File: src/rtl/dma_desc_pkg.sv
package dma_desc_pkg;

   localparam logic [2:0] CC_STOP     = 3'b000;
   localparam logic [2:0] CC_BASIC    = 3'b001;
   localparam logic [2:0] CC_AUTO     = 3'b010;
   localparam logic [2:0] CC_PINGPONG = 3'b011;

   localparam int CNT_W   = 10;
   localparam int BURST_W = CNT_W + 1;

   typedef struct packed {
      logic [1:0]       dst_inc;
      logic [1:0]       dst_size;
      logic [1:0]       src_inc;
      logic [1:0]       src_size;
      logic [5:0]       spare;
      logic [3:0]       rpow;
      logic [CNT_W-1:0] nm1;
      logic             nxt_burst;
      logic [2:0]       cc;
   } ctrl_t;

   typedef enum logic [2:0] {
      ST_IDLE, ST_DSRC, ST_DDST, ST_DCTL, ST_XRD, ST_XWR, ST_WB
   } eng_st_t;

   function automatic logic [BURST_W-1:0] burst_len(input logic [3:0] r);
      if (r >= 4'd10) return BURST_W'(1024);
      return BURST_W'(1) << r;
   endfunction

   function automatic logic cc_runs(input logic [2:0] cc);
      return (cc == CC_BASIC) || (cc == CC_AUTO) || (cc == CC_PINGPONG);
   endfunction

endpackage

File: src/rtl/dma_prio_arb.sv
module dma_prio_arb #(
   parameter int NCH = 8,
   localparam int CHW = (NCH > 1) ? $clog2(NCH) : 1
) (
   input  logic [NCH-1:0] pend_i,
   input  logic [NCH-1:0] hipri_i,
   output logic           gnt_vld_o,
   output logic [CHW-1:0] gnt_idx_o
);

   logic [NCH-1:0] hi_set;
   logic [NCH-1:0] pool;

   assign hi_set    = pend_i & hipri_i;
   assign pool      = (|hi_set) ? hi_set : pend_i;
   assign gnt_vld_o = |pend_i;

   generate
      if (NCH == 1) begin : g_single
         assign gnt_idx_o = '0;
      end else begin : g_multi
         always_comb begin
            gnt_idx_o = '0;
            for (int i = NCH - 1; i >= 0; i--) begin
               if (pool[i]) gnt_idx_o = CHW'(i);
            end
         end
      end
   endgenerate

endmodule

File: src/rtl/dma_addr_step.sv
module dma_addr_step #(
   parameter int AW   = 32,
   parameter int CNTW = 10
) (
   input  logic [AW-1:0]   end_ptr_i,
   input  logic [CNTW-1:0] left_i,
   input  logic [1:0]      inc_i,
   output logic [AW-1:0]   addr_o
);

   logic [AW-1:0] left_ext;
   assign left_ext = AW'(left_i);

   always_comb begin
      unique case (inc_i)
         2'b00:   addr_o = end_ptr_i - left_ext;
         2'b01:   addr_o = end_ptr_i - (left_ext << 1);
         2'b10:   addr_o = end_ptr_i - (left_ext << 2);
         default: addr_o = end_ptr_i;
      endcase
   end

endmodule

File: src/rtl/dma_chan_ctl.sv
module dma_chan_ctl
   import dma_desc_pkg::*;
#(
   parameter int NCH = 8,
   localparam int CHW = (NCH > 1) ? $clog2(NCH) : 1
) (
   input  logic           clk,
   input  logic           rst_n,
   input  logic [NCH-1:0] en_set_i,
   input  logic [NCH-1:0] req_i,
   input  logic           slot_end_i,
   input  logic           slot_fin_i,
   input  logic           kill_i,
   input  logic [CHW-1:0] cur_ch_i,
   input  logic [2:0]     cur_cc_i,
   output logic [NCH-1:0] pend_o,
   output logic [NCH-1:0] alt_o,
   output logic [NCH-1:0] done_o
);

   generate
      for (genvar c = 0; c < NCH; c++) begin : g_ch
         logic en_q, alt_q, self_q, done_q;
         logic mine;

         assign mine = (cur_ch_i == CHW'(c));

         always_ff @(posedge clk) begin
            if (!rst_n) begin
               en_q   <= 1'b0;
               alt_q  <= 1'b0;
               self_q <= 1'b0;
               done_q <= 1'b0;
            end else begin
               done_q <= 1'b0;
               if (en_set_i[c]) begin
                  en_q   <= 1'b1;
                  alt_q  <= 1'b0;
                  self_q <= 1'b0;
               end else if (mine && kill_i) begin
                  en_q   <= 1'b0;
                  self_q <= 1'b0;
               end else if (mine && slot_end_i) begin
                  if (slot_fin_i) begin
                     done_q <= 1'b1;
                     self_q <= 1'b0;
                     if (cur_cc_i == CC_PINGPONG) alt_q <= ~alt_q;
                     else                         en_q  <= 1'b0;
                  end else if (cur_cc_i == CC_AUTO) begin
                     self_q <= 1'b1;
                  end
               end
            end
         end

         assign pend_o[c] = en_q & (req_i[c] | self_q);
         assign alt_o[c]  = alt_q;
         assign done_o[c] = done_q;
      end
   endgenerate

endmodule

File: src/rtl/chan_dma_engine.sv
module chan_dma_engine
   import dma_desc_pkg::*;
#(
   parameter int          NCH       = 8,
   parameter int          AW        = 32,
   parameter int          DW        = 32,
   parameter int unsigned DESC_BASE = 32'h200
) (
   input  logic           clk,
   input  logic           rst_n,
   input  logic [NCH-1:0] req_i,
   input  logic [NCH-1:0] ch_en_i,
   input  logic [NCH-1:0] hipri_i,
   output logic [NCH-1:0] done_o,
   output logic           mem_re_o,
   output logic           mem_we_o,
   output logic [AW-1:0]  mem_addr_o,
   output logic [1:0]     mem_size_o,
   output logic [DW-1:0]  mem_wdata_o,
   input  logic [DW-1:0]  mem_rdata_i
);

   localparam int CHW = (NCH > 1) ? $clog2(NCH) : 1;

   generate
      if (NCH < 1 || NCH > 32) begin : g_bad_nch
         $error("NCH must lie in 1..32");
      end
      if (DW < 32) begin : g_bad_dw
         $error("DW must be at least 32");
      end
      if (AW < 12 || AW > DW) begin : g_bad_aw
         $error("AW must lie in 12..DW");
      end
   endgenerate

   eng_st_t           st;
   logic [CHW-1:0]    cur_ch;
   logic              cur_alt;
   logic [AW-1:0]     src_end, dst_end;
   ctrl_t             ctl;
   logic [CNT_W-1:0]  left;
   logic [BURST_W-1:0] bcnt;
   logic              fin;
   logic [DW-1:0]     data_q;

   logic              gnt_vld;
   logic [CHW-1:0]    gnt_idx;
   logic [NCH-1:0]    pend, alt_v;
   ctrl_t             rd_ctl, wb_ctl;
   logic              kill;
   logic [AW-1:0]     dbase, src_addr, dst_addr;

   assign rd_ctl = ctrl_t'(mem_rdata_i[31:0]);
   assign kill   = (st == ST_DCTL) && !cc_runs(rd_ctl.cc);
   assign dbase  = AW'(DESC_BASE)
                 + ((AW'(cur_alt) * AW'(NCH) + AW'(cur_ch)) << 4);

   dma_prio_arb #(.NCH(NCH)) u_arb (
      .pend_i    (pend),
      .hipri_i   (hipri_i),
      .gnt_vld_o (gnt_vld),
      .gnt_idx_o (gnt_idx)
   );

   dma_chan_ctl #(.NCH(NCH)) u_chan (
      .clk        (clk),
      .rst_n      (rst_n),
      .en_set_i   (ch_en_i),
      .req_i      (req_i),
      .slot_end_i (st == ST_WB),
      .slot_fin_i (fin),
      .kill_i     (kill),
      .cur_ch_i   (cur_ch),
      .cur_cc_i   (ctl.cc),
      .pend_o     (pend),
      .alt_o      (alt_v),
      .done_o     (done_o)
   );

   dma_addr_step #(.AW(AW), .CNTW(CNT_W)) u_src_step (
      .end_ptr_i (src_end),
      .left_i    (left),
      .inc_i     (ctl.src_inc),
      .addr_o    (src_addr)
   );

   dma_addr_step #(.AW(AW), .CNTW(CNT_W)) u_dst_step (
      .end_ptr_i (dst_end),
      .left_i    (left),
      .inc_i     (ctl.dst_inc),
      .addr_o    (dst_addr)
   );

   always_ff @(posedge clk) begin
      if (!rst_n) begin
         st      <= ST_IDLE;
         cur_ch  <= '0;
         cur_alt <= 1'b0;
         src_end <= '0;
         dst_end <= '0;
         ctl     <= '0;
         left    <= '0;
         bcnt    <= '0;
         fin     <= 1'b0;
         data_q  <= '0;
      end else begin
         unique case (st)
            ST_IDLE: begin
               if (gnt_vld) begin
                  cur_ch  <= gnt_idx;
                  cur_alt <= alt_v[gnt_idx];
                  st      <= ST_DSRC;
               end
            end
            ST_DSRC: begin
               src_end <= mem_rdata_i[AW-1:0];
               st      <= ST_DDST;
            end
            ST_DDST: begin
               dst_end <= mem_rdata_i[AW-1:0];
               st      <= ST_DCTL;
            end
            ST_DCTL: begin
               ctl  <= rd_ctl;
               left <= rd_ctl.nm1;
               bcnt <= burst_len(rd_ctl.rpow);
               fin  <= 1'b0;
               st   <= cc_runs(rd_ctl.cc) ? ST_XRD : ST_IDLE;
            end
            ST_XRD: begin
               data_q <= mem_rdata_i;
               st     <= ST_XWR;
            end
            ST_XWR: begin
               if (left == '0) begin
                  fin <= 1'b1;
                  st  <= ST_WB;
               end else begin
                  left <= left - 1'b1;
                  bcnt <= bcnt - 1'b1;
                  st   <= (bcnt == BURST_W'(1)) ? ST_WB : ST_XRD;
               end
            end
            default: st <= ST_IDLE;
         endcase
      end
   end

   always_comb begin
      wb_ctl = ctl;
      if (fin) begin
         wb_ctl.nm1 = '0;
         wb_ctl.cc  = CC_STOP;
      end else begin
         wb_ctl.nm1 = left;
      end
   end

   always_comb begin
      mem_re_o    = 1'b0;
      mem_we_o    = 1'b0;
      mem_addr_o  = '0;
      mem_size_o  = 2'b10;
      mem_wdata_o = '0;
      unique case (st)
         ST_DSRC: begin
            mem_re_o   = 1'b1;
            mem_addr_o = dbase;
         end
         ST_DDST: begin
            mem_re_o   = 1'b1;
            mem_addr_o = dbase + AW'(4);
         end
         ST_DCTL: begin
            mem_re_o   = 1'b1;
            mem_addr_o = dbase + AW'(8);
         end
         ST_XRD: begin
            mem_re_o   = 1'b1;
            mem_addr_o = src_addr;
            mem_size_o = ctl.src_size;
         end
         ST_XWR: begin
            mem_we_o    = 1'b1;
            mem_addr_o  = dst_addr;
            mem_size_o  = ctl.dst_size;
            mem_wdata_o = data_q;
         end
         ST_WB: begin
            mem_we_o    = 1'b1;
            mem_addr_o  = dbase + AW'(8);
            mem_wdata_o = DW'(wb_ctl);
         end
         default: ;
      endcase
   end

endmodule

File: config.mk
export PLATFORM = sky130hd
export DESIGN_NAME = chan_dma_engine
export DESIGN_NICKNAME = d
export VERILOG_FILES = /design/src/rtl/dma_desc_pkg.sv /design/src/rtl/dma_prio_arb.sv /design/src/rtl/dma_addr_step.sv /design/src/rtl/dma_chan_ctl.sv /design/src/rtl/chan_dma_engine.sv
export SDC_FILE = /design/constraint.sdc
export NUM_CORES = 1
export LEC_CHECK = 0
export ABC_AREA = 1
export CAP_MARGIN = 20
export CORE_AREA = 4 4 250 252
export CTS_CLUSTER_SIZE = 30
export DETAILED_ROUTE_END_ITERATION = 16
export DIE_AREA = 0 0 254 256
export HOLD_SLACK_MARGIN = 0.1
export PLACE_DENSITY = 0.45
export SYNTH_ARGS = -nofsm -noshare
export SYNTH_HDL_FRONTEND = slang
export SYNTH_SLANG_ARGS = --single-unit
File: constraint.sdc
create_clock -name clk -period 5.8 [get_ports clk]
set_clock_uncertainty 0.2 [all_clocks]
set_input_delay 1.16 -clock clk [delete_from_list [all_inputs] [get_ports clk]]
set_output_delay 1.16 -clock clk [all_outputs]
set_load 0.02 [all_outputs]
* Word-level counts from Yosys, hierarchy flattened
Cells that the tools add are included.
W data, S select, Z words.
** Storage, ports and cells
- Flip-flop bits (word level) :: 179
- Latch bits :: 0
- Bits in writable memories :: 0
- ROM bits :: 0
- Bits of input ports :: 58
- Output and inout port bits :: 76
- Word-level logic and storage cells :: 304
- Memories kept :: 0
** Operators by class
- Add/sub/neg operators :: 12
- Multipliers :: 0
- Div/mod/pow operators :: 0
- $lt $le $gt $ge :: 2
- Eq/ne operators :: 34
- Shifts and indexed selects :: 1
- Mux-type cells :: 65
- Bitwise logic cells :: 42
- Reduce and logical (&&, ||, !) cells :: 99
** Operator list (number)
- $pmux W32 S3 :: 2
- $pmux W32 S5 :: 1
- $pmux W32 S2 :: 1
- $sub A32 B10 Y32 :: 2
- $sub A32 B11 Y32 :: 2
- $sub A32 B12 Y32 :: 2
- $reduce_bool A3 Y1 :: 16
- $mux W1 :: 36
- $reduce_or A4 Y1 :: 9
- $mux W11 :: 3
- $mux W3 :: 11
- $reduce_and A4 Y1 :: 8
- $not A1 Y1 :: 25
- $eq A3 B2 Y1 const B :: 8
- $reduce_and A3 Y1 :: 8
- $reduce_or A3 Y1 :: 8
- $pmux W11 S2 :: 1
- $reduce_and A2 Y1 :: 11
- $eq A3 B3 Y1 const B :: 7
- $mux W10 :: 2
- $pmux W10 S2 :: 1
- $reduce_or A2 Y1 :: 10
- $pmux W3 S6 :: 1
- $logic_and A1 B1 Y1 :: 17
- 31 further kinds :: 63

* Logic depth before layout (Yosys ltp)
Gate-level depths: netlist (run 1).
- Word-level depth :: 15
- Depth in mapped cells :: 20
- Depth with buffers taken out :: 20

* Cells and area by module
Synthesis (run 1) repeated with hierarchy kept, for this count alone.
** Second synthesis, totals
- Cell total of the unflattened synthesis :: 3002
- Area, all modules :: 17205.3 um^2
** By module, submodules not included
- chan_dma_engine :: instances 1, cells an instance 929, area an instance 6693.9 um^2, sequential area each 2942.8 um^2
- dma_addr_step (u_dst_step) :: instances 1, cells an instance 888, area an instance 4336.7 um^2, sequential area each 0.0 um^2
- dma_addr_step (u_src_step) :: instances 1, cells an instance 893, area an instance 4271.6 um^2, sequential area each 0.0 um^2
- dma_chan_ctl :: instances 1, cells an instance 241, area an instance 1650.3 um^2, sequential area each 640.6 um^2
- dma_prio_arb :: instances 1, cells an instance 51, area an instance 252.7 um^2, sequential area each 0.0 um^2

* Worst setup path after synthesis (run 1)
OpenSTA, ideal clock, no wires.
- Path kind :: register to output
- Start point :: register left[1]
- End point :: output port mem_addr_o[10]
- Arrival :: 2.544 ns
- Required time :: 4.440 ns
- Setup slack :: 1.896 ns
- Stages on the path, launching flop included :: 14
- Path buffers :: 0
- Cells stage by stage :: dfxtp_1 inv_1 ha_1 a31oi_1 o21ai_2 nand2_1 nand2_1 nand2_1 nand2_1 a21oi_1 o21ai_0 o2111ai_1 o21ai_0 o21ai_0
** Between the ends
- Longest elaborated chain between the ends :: 3
- Elaborated cells on any way between the ends :: 9
- Classes of those cells :: 6 x add/sub; 3 x mux
** RTL lines
- from (decl) :: RTL line chan_dma_engine.sv:42 : logic [CNT_W-1:0] left;
- from (signal assigned) :: RTL line chan_dma_engine.sv:126 : left <= rd_ctl.nm1;
- from (signal assigned) :: RTL line chan_dma_engine.sv:140 : left <= left - 1'b1;
- $sub A32 B12 Y32 (tied with other cells) :: RTL line dma_addr_step.sv:18 : 2'b10: addr_o = end_ptr_i - (left_ext << 2);
- $pmux W32 S3 :: RTL line dma_addr_step.sv:15 : unique case (inc_i)
- $pmux W32 S5 * :: RTL line chan_dma_engine.sv:166 : unique case (st)
- to (decl) :: RTL line chan_dma_engine.sv:17 : output logic [AW-1:0] mem_addr_o,
Every way passes the cells marked *; elsewhere a longest branch is shown, timed or not.

* Worst setup path after layout (run 1)
- Start point :: register left[7]
- End point :: output port mem_addr_o[14]
Same word-level chain as after synthesis.

==> impl_metrics.toml, run 1 <==
[place]
place_congestion = 0.953
dp_hpwl_mm = 52.2
dpl_cell_area_mm2 = 0.0170
io_buffers = 133

[synth]
ys_seq_area_frac = 0.240
syn_area_per_cell_um2 = 6.18
synthTopCellsByArea = "dfxtp_1, o21ai_0, a21oi_1, nand2_1, inv_1"
synthAdderAreaFrac = 0.0609
syn_inst = 2412
synth_cell_types = 60
synth_compound_area_frac = 0.297
syn-num-nets = 2539
synthMuxAreaShare = 0
ys_ff_latch = 179
yosysMostFrequentCell = "nand2_1"
synth_top_family_by_area = "compound AO/OA/AOI/OAI gates"
synth_warnings = 0
synth_edf_count = 0
synth_top_area_cell = "dfxtp_1"
syn_area_mm2 = 0.0149
yosys-top-cells-count = "nand2_1, inv_1, o21ai_0"
synthArstFlopShare = 0
synthSimpleGateAreaFrac = 0.280
ys.flop_type = "dfxtp_1"
yosys.area.top_type_share = 0.240
synthXorXnorAreaFrac = 0.00646

[power]
p_per_area_mw_per_mm2 = 308
seq_power_share = 0.269
netSwitchingFraction = 0.485
power.switching_mw = 2.63
intPower_mw = 2.80
ir_drop_v = 0.000243
p_comb_frac = 0.499
p_leak_nw = 7.51
clock_power_share = 0.232

[floorplanning]
rows = 90
die-area_mm2 = 0.0650
die_x_um = 254
fp.dieH_um = 256
io_pins = 134
core-area_mm2 = 0.0601
start_util = 0.248

[worst_setup_path]
cpPeakStageDelay_ns = 0.69
cp_max_fo = 9
worst_setup_path_start_kind = "flip-flop"
arrival_ns = 4.30
endpoint_kind = "output port"
path_buf_inv = 2
critPathTopFamily = "compound AO/OA/AOI/OAI gates"
required_ns = 4.44
criticalPathCategory = "flip-flop to output port"
slowest_stage = "clkdlybuf4s50_1"
reg2reg_slack_ns = 2.53
worstPathCellList = "inv_1 > ha_1 > a21oi_1 > o21ai_0 > a21oi_1 > nand2_1 > nor2_4 > a21oi_1 > o2111ai_1 > o21ai_0 > o21ai_0 > clkdlybuf4s50_1"

[routing]
routed_wl_mm = 69.0
via_per_inst = 5.27
wl_per_cell_um = 21.0
dr.pass1.iters = 6
dr_wl_met2_mm = 30.4
ant_nets = 0
via_count = 17300
drcViolationCount = 0
routed.top_layer = "met4"
met3WireLength_mm = 4.70
drt_iter0_drc = 1669
wl_met1_mm = 31.5

[sta]
fin_crit_sh = 0.975
setup_viol = 0
fmax_mhz = 177
slew_headroom = 0.279
slew_violations = 0
post-route-min-period_ns = 5.66
setup_tns_ns = 0
tightest_slew_ns = 1.08
rsz0062_at_grt = "yes"
timing_hold_violations_final = 0

[outcome]
status = "complete, no violations"

[layout]
fillers = 6668
multi_input_area_mm2 = 0.00963
ff_latch_area_mm2 = 0.00358
post-route-cell-area_mm2 = 0.0176
syn2layout_area_growth_pct = 18.3
antennaDiodeCount = 0
nets = 2619
drive_gt1_frac = 0.0615

[cts]
cts_sinks = 179
cts-root-buf = "clkbuf_16"
clk_latency_ns = 0.49
path_clk_slew_ns = 0.08
post_cts_buffers = 0
cts_tree = "built"
cts_made_buffers = 17
cts.path.max_buffers = 2
hold_buffers = 0
cts-htree-levels = 4

[global_route]
grt_max_degree = 76
grt_antenna_before_repair = 3
grt_overflow = 0
grt_first_pass_wirelength_mm = 103
first_global_vias = 16400
grtUsageTotal = 0.207

[hold_path]
hold_class = "flip-flop to flip-flop"

[run]
cap_violations = 0
## per-stage QoR
| step | setup WS [ns] | std cells | utilization | power [mW] | hold slack, ns |
|---|---|---|---|---|---|
| floorplan | 1.90 | 2412 | - | 3.33 | 0.235 |
| global placement | 0.484 | 3254 | 0.283 | 4.12 | 0.261 |
| detailed placement | 0.443 | 3255 | 0.283 | 4.14 | 0.263 |
| CTS | 0.175 | 3287 | 0.293 | 5.44 | 0.276 |
| global route | -0.00464 | 3287 | 0.293 | 5.83 | 0.287 |
| finish | 0.142 | 3287 | 0.293 | 5.43 | 0.270 |
## cell families after synthesis
kind of cell | after synthesis
adders and majority gates | 69
DFF | 179
xor gates and xnor gates | 11
AOI/OAI and AO/OA | 769
buffers and inverters | 441
and+or+nand+nor | 943
## state kept, by name (all words and copies together), names as in the netlist
name	flops
cur_alt	1
u_chan.g_ch.done_q	8
dst_end	32
u_chan.g_ch.alt_q	8
bcnt	11
u_chan.g_ch.en_q	8
src_end	32
u_chan.g_ch.self_q	8
cur_ch	3
left	10
st	3
ctl	22
data_q	32
fin	1
## worst register-to-register path: cells and delay by family, from the launching register on
family | cells | cell delay, ns
fa+ha+maj | 1 | 0.28
flops | 1 | 0.52
simple gates | 6 | 0.38
compound gates | 4 | 0.91
buf+inv | 6 | 0.89
## per-layer routing
metal,up-vias,track usage
li1,8404,-
met1,8170,0.287
met2,637,0.318
met3,101,0.0383
met4,0,0.0759
met5,-,0
## power by group through the flow
stage / clock (mW) / sequential (mW) / combinational (mW)
final: 1.26 / 1.46 / 2.71
after global routing: 1.34 / 1.47 / 3.02
after CTS: 1.31 / 1.46 / 2.67
after detailed placement: 0 / 1.48 / 2.66
after global placement: 0 / 1.48 / 2.64
after floorplan: 0 / 1.42 / 1.91
## cell usage in the layout (no fill, tap or decap), types with 5 or more instances in the layout
cell type	Yosys	final
o211ai_1	34	34
a31oi_1	13	13
o2111ai_1	11	11
a22o_1	11	11
nor2_2	18	19
inv_1	324	324
nand4_1	40	40
o21ai_0	311	307
a21oi_1	276	276
a22oi_1	5	5
buf_4	11	30
ha_1	63	63
nor2_1	261	258
clkinv_1	6	5
dfxtp_1	179	178
fa_1	6	6
nor3_1	35	35
a211oi_1	14	14
nand3_1	222	221
clkbuf_16	0	17
a21oi_2	10	10
nand2_2	7	7
nand2_1	332	332
o21ai_1	23	27
xor2_1	9	9
o21ai_2	8	8
inv_2	9	10
nor2_4	7	9
clkdlybuf4s50_1	0	132
o22ai_1	10	10
a32o_1	13	13
## layout make-up
type	count	area share
clock inverter	13	0.00943
clock buffer	19	0.0251
inverter	339	0.0721
timing repair buffer	163	0.0885
sequential	179	0.203
multi-input combinational	1792	0.546
tap	782	0.0555
## timing repair
action                                  CTS  global route
endpoints found under the hold margin     0             0
pin swaps                                 0             1
resized for setup                         1             4
endpoints found under the setup margin    3             5
## worst paths after layout
path                                end  depth (start not counted)                   from
hold reg to reg   u_chan.g_ch[4].self_q                          2  u_chan.g_ch[4].self_q
setup / recovery         mem_addr_o[14]                         12                left[7]
setup reg to reg                left[8]                         17                left[1]
hold / removal    u_chan.g_ch[4].self_q                          2  u_chan.g_ch[4].self_q
Power figures use the tool's default switching activity.
==> inputs of run 2 (changes only) <==
--- a/config.mk
+++ b/config.mk
@@ -16,3 +16,4 @@
 export SYNTH_ARGS = -nofsm -noshare
 export SYNTH_HDL_FRONTEND = slang
 export SYNTH_SLANG_ARGS = --single-unit
+export TNS_END_PERCENT = 1
==> constraint.sdc (replaced) <==
create_clock -name clk -period 6.05 [get_ports clk]
set_clock_uncertainty 0.2 [all_clocks]
set_input_delay 1.21 -clock clk [delete_from_list [all_inputs] [get_ports clk]]
set_output_delay 1.21 -clock clk [all_outputs]
set_load 0.02 [all_outputs]
==> run 2 against run 1 <==
  * Flip-flop and latch count is the same
  * First-iteration DRC count shrank 8.2%
  * Largest cell class unchanged
  * Non-clock buffer count grew 1
  * Clock-buffer cell count is the same
  * Critical endpoint is now mem_addr_o[10]
  * Worst hold slack gained 0.0040 ns
  * Sequential power shrank 4%
  * Design area shrank 0.28%
  * Register-to-register slack gained 0.55 ns
  * Highest routed layer is now met5
==> impl_metrics.toml, run 2 (synthesis gave the netlist of run 1 again) <==
[floorplanning]
start_util = 0.248
fp.dieH_um = 256
core-area_mm2 = 0.0601
io_pins = 134
die_x_um = 254
rows = 90
die-area_mm2 = 0.0650

[worst_setup_path]
timing.rr.start = "left[1]"
criticalPathCategory = "flip-flop to output port"
arrival_ns = 4.30
reg2reg_slack_ns = 3.08
reg2regPathDepth = 17
worst_setup_path_start_kind = "flip-flop"
cp_max_fo = 9
required_ns = 4.64
endpoint_kind = "output port"
crit_start = "left[0]"
reg2reg_to = "left[8]"

[sta]
fmax_mhz = 175
setup_tns_ns = 0
setup_ws_ns = 0.341
slew_headroom = 0.205
rsz0062_at_grt = "no"
setup_viol = 0
tightest_slew_ns = 1.18
fin_crit_sh = 0.944
post-route-min-period_ns = 5.71
timing_hold_violations_final = 0
slew_violations = 0

[cts]
cts_made_buffers = 17
cts_tree = "built"
post_cts_buffers = 0
path_clk_slew_ns = 0.08
hold_buffers = 0
cts-root-buf = "clkbuf_16"
cts_sinks = 179
cts-htree-levels = 4
cts.path.max_buffers = 2
clk_latency_ns = 0.49

[hold_path]
hp-start = "u_chan.g_ch[4].self_q"
hold_depth = 2
hold_class = "flip-flop to flip-flop"
holdPathEnd = "u_chan.g_ch[4].self_q"

[layout]
largestRegisters = "data_q (32), dst_end (32), src_end (32)"
finish.utilization = 0.293
syn2layout_area_growth_pct = 17.9
stdcell_count = 3288
drive_gt1_frac = 0.0611
multi_input_area_mm2 = 0.00963
nets = 2620
ff_latch_area_mm2 = 0.00358
fillers = 6745
layout.cells.most_common = "nand2_1"
layout_common_cells = "nand2_1, inv_1, o21ai_0"

[place]
place_inst = 3256
place_congestion = 0.921
dp_hpwl_mm = 52.1
io_buffers = 133
dp_slack_ns = 0.728

[power]
clock_power_share = 0.224
power.switching_mw = 2.52
total_power_mw = 5.15
netSwitchingFraction = 0.490
intPower_mw = 2.63
p_leak_nw = 7.49
ir_drop_v = 0.000235
seq_power_share = 0.272
p_comb_frac = 0.503
p_per_area_mw_per_mm2 = 293

[routing]
drcViolationCount = 0
drt_iter0_drc = 1532
routed_wl_mm = 68.6
via_count = 17400
dr.pass1.iters = 6
via_per_inst = 5.28
wl_per_cell_um = 20.9
ant_nets = 0

[global_route]
grt_overflow = 0
grt_antenna_before_repair = 3
grtUsageTotal = 0.206
grt_max_degree = 66
first_global_vias = 16500
grt_first_pass_wirelength_mm = 103

[outcome]
status = "complete, no violations"

[run]
cap_violations = 0
[run 2: changes by cell type in the layout (fill, tap and decap cells not counted), sizes merged]
cell and delta:
clkinv -6, inv +4, diode +2, buf +1
bufinv -1, clkinvlp +1
[run 2: cell type report]
class / instances / share of cell area
timing repair buffer: 164 / 0.0888
inverter: 339 / 0.0723
clock inverter: 11 / 0.00640
tap: 782 / 0.0556
sequential: 179 / 0.204
antenna: 2 / 0.000285
clock buffer: 19 / 0.0252
multi-input combinational: 1792 / 0.548
[run 2: metrics by stage]
step / cell area, um2 / hold slack [ns]
final: 17600 / 0.274
after global placement: 17000 / 0.261
after detailed placement: 17000 / 0.267
after floorplan: 14900 / 0.235
after global routing: 17600 / 0.299
after CTS: 17600 / 0.280
[run 2: layer usage]
metal	wire [um]	vias to the layer above	track usage	share of wire
li1	-	8393	-	-
met1	32000	8228	0.290	0.47
met2	29800	624	0.311	0.43
met3	4330	105	0.0374	0.063
met4	2580	2	0.0824	0.038
met5	11	-	0	0.00016
[run 2: worst max path at each step]
stage | to | slack (ns) | cells past startpoint
2_1_floorplan | mem_addr_o[10] | 2.10 | 13
3_3_place_gp | mem_addr_o[10] | 0.62 | 14
3_5_place_dp | mem_addr_o[10] | 0.73 | 14
4_1_cts | mem_addr_o[10] | 0.16 | 14
5_1_grt | mem_addr_o[11] | 0.07 | 19
6_report | mem_addr_o[10] | 0.34 | 15
[run 2: critical path, stage by stage, from the launching register on]
cell	delay, ns
dfxtp_1	0.57
ha_1	0.27
fa_1	0.22
nand3b_1	0.12
nand2_1	0.09
nand2_1	0.07
nand2_1	0.06
a21oi_2	0.21
nor2_1	0.09
a21boi_2	0.25
o21ai_1	0.11
o21ai_0	0.16
nand3_1	0.09
o21ai_0	0.50
o21ai_0	0.36
clkdlybuf4s50_1	0.63
[run 2: power by group through the flow]
stage	logic, mW	registers (mW)	clock network (mW)
2_1_floorplan	1.83	1.36	0
3_3_place_gp	2.53	1.43	0
3_5_place_dp	2.55	1.43	0
4_1_cts	2.56	1.40	1.19
5_1_grt	2.89	1.41	1.22
6_report	2.59	1.40	1.16
[run 2: repair_timing]
item                                    in CTS  in global routing
resized for setup                            0                  1
endpoints found under the setup margin       0                  3
hold endpoints to repair                     0                  0
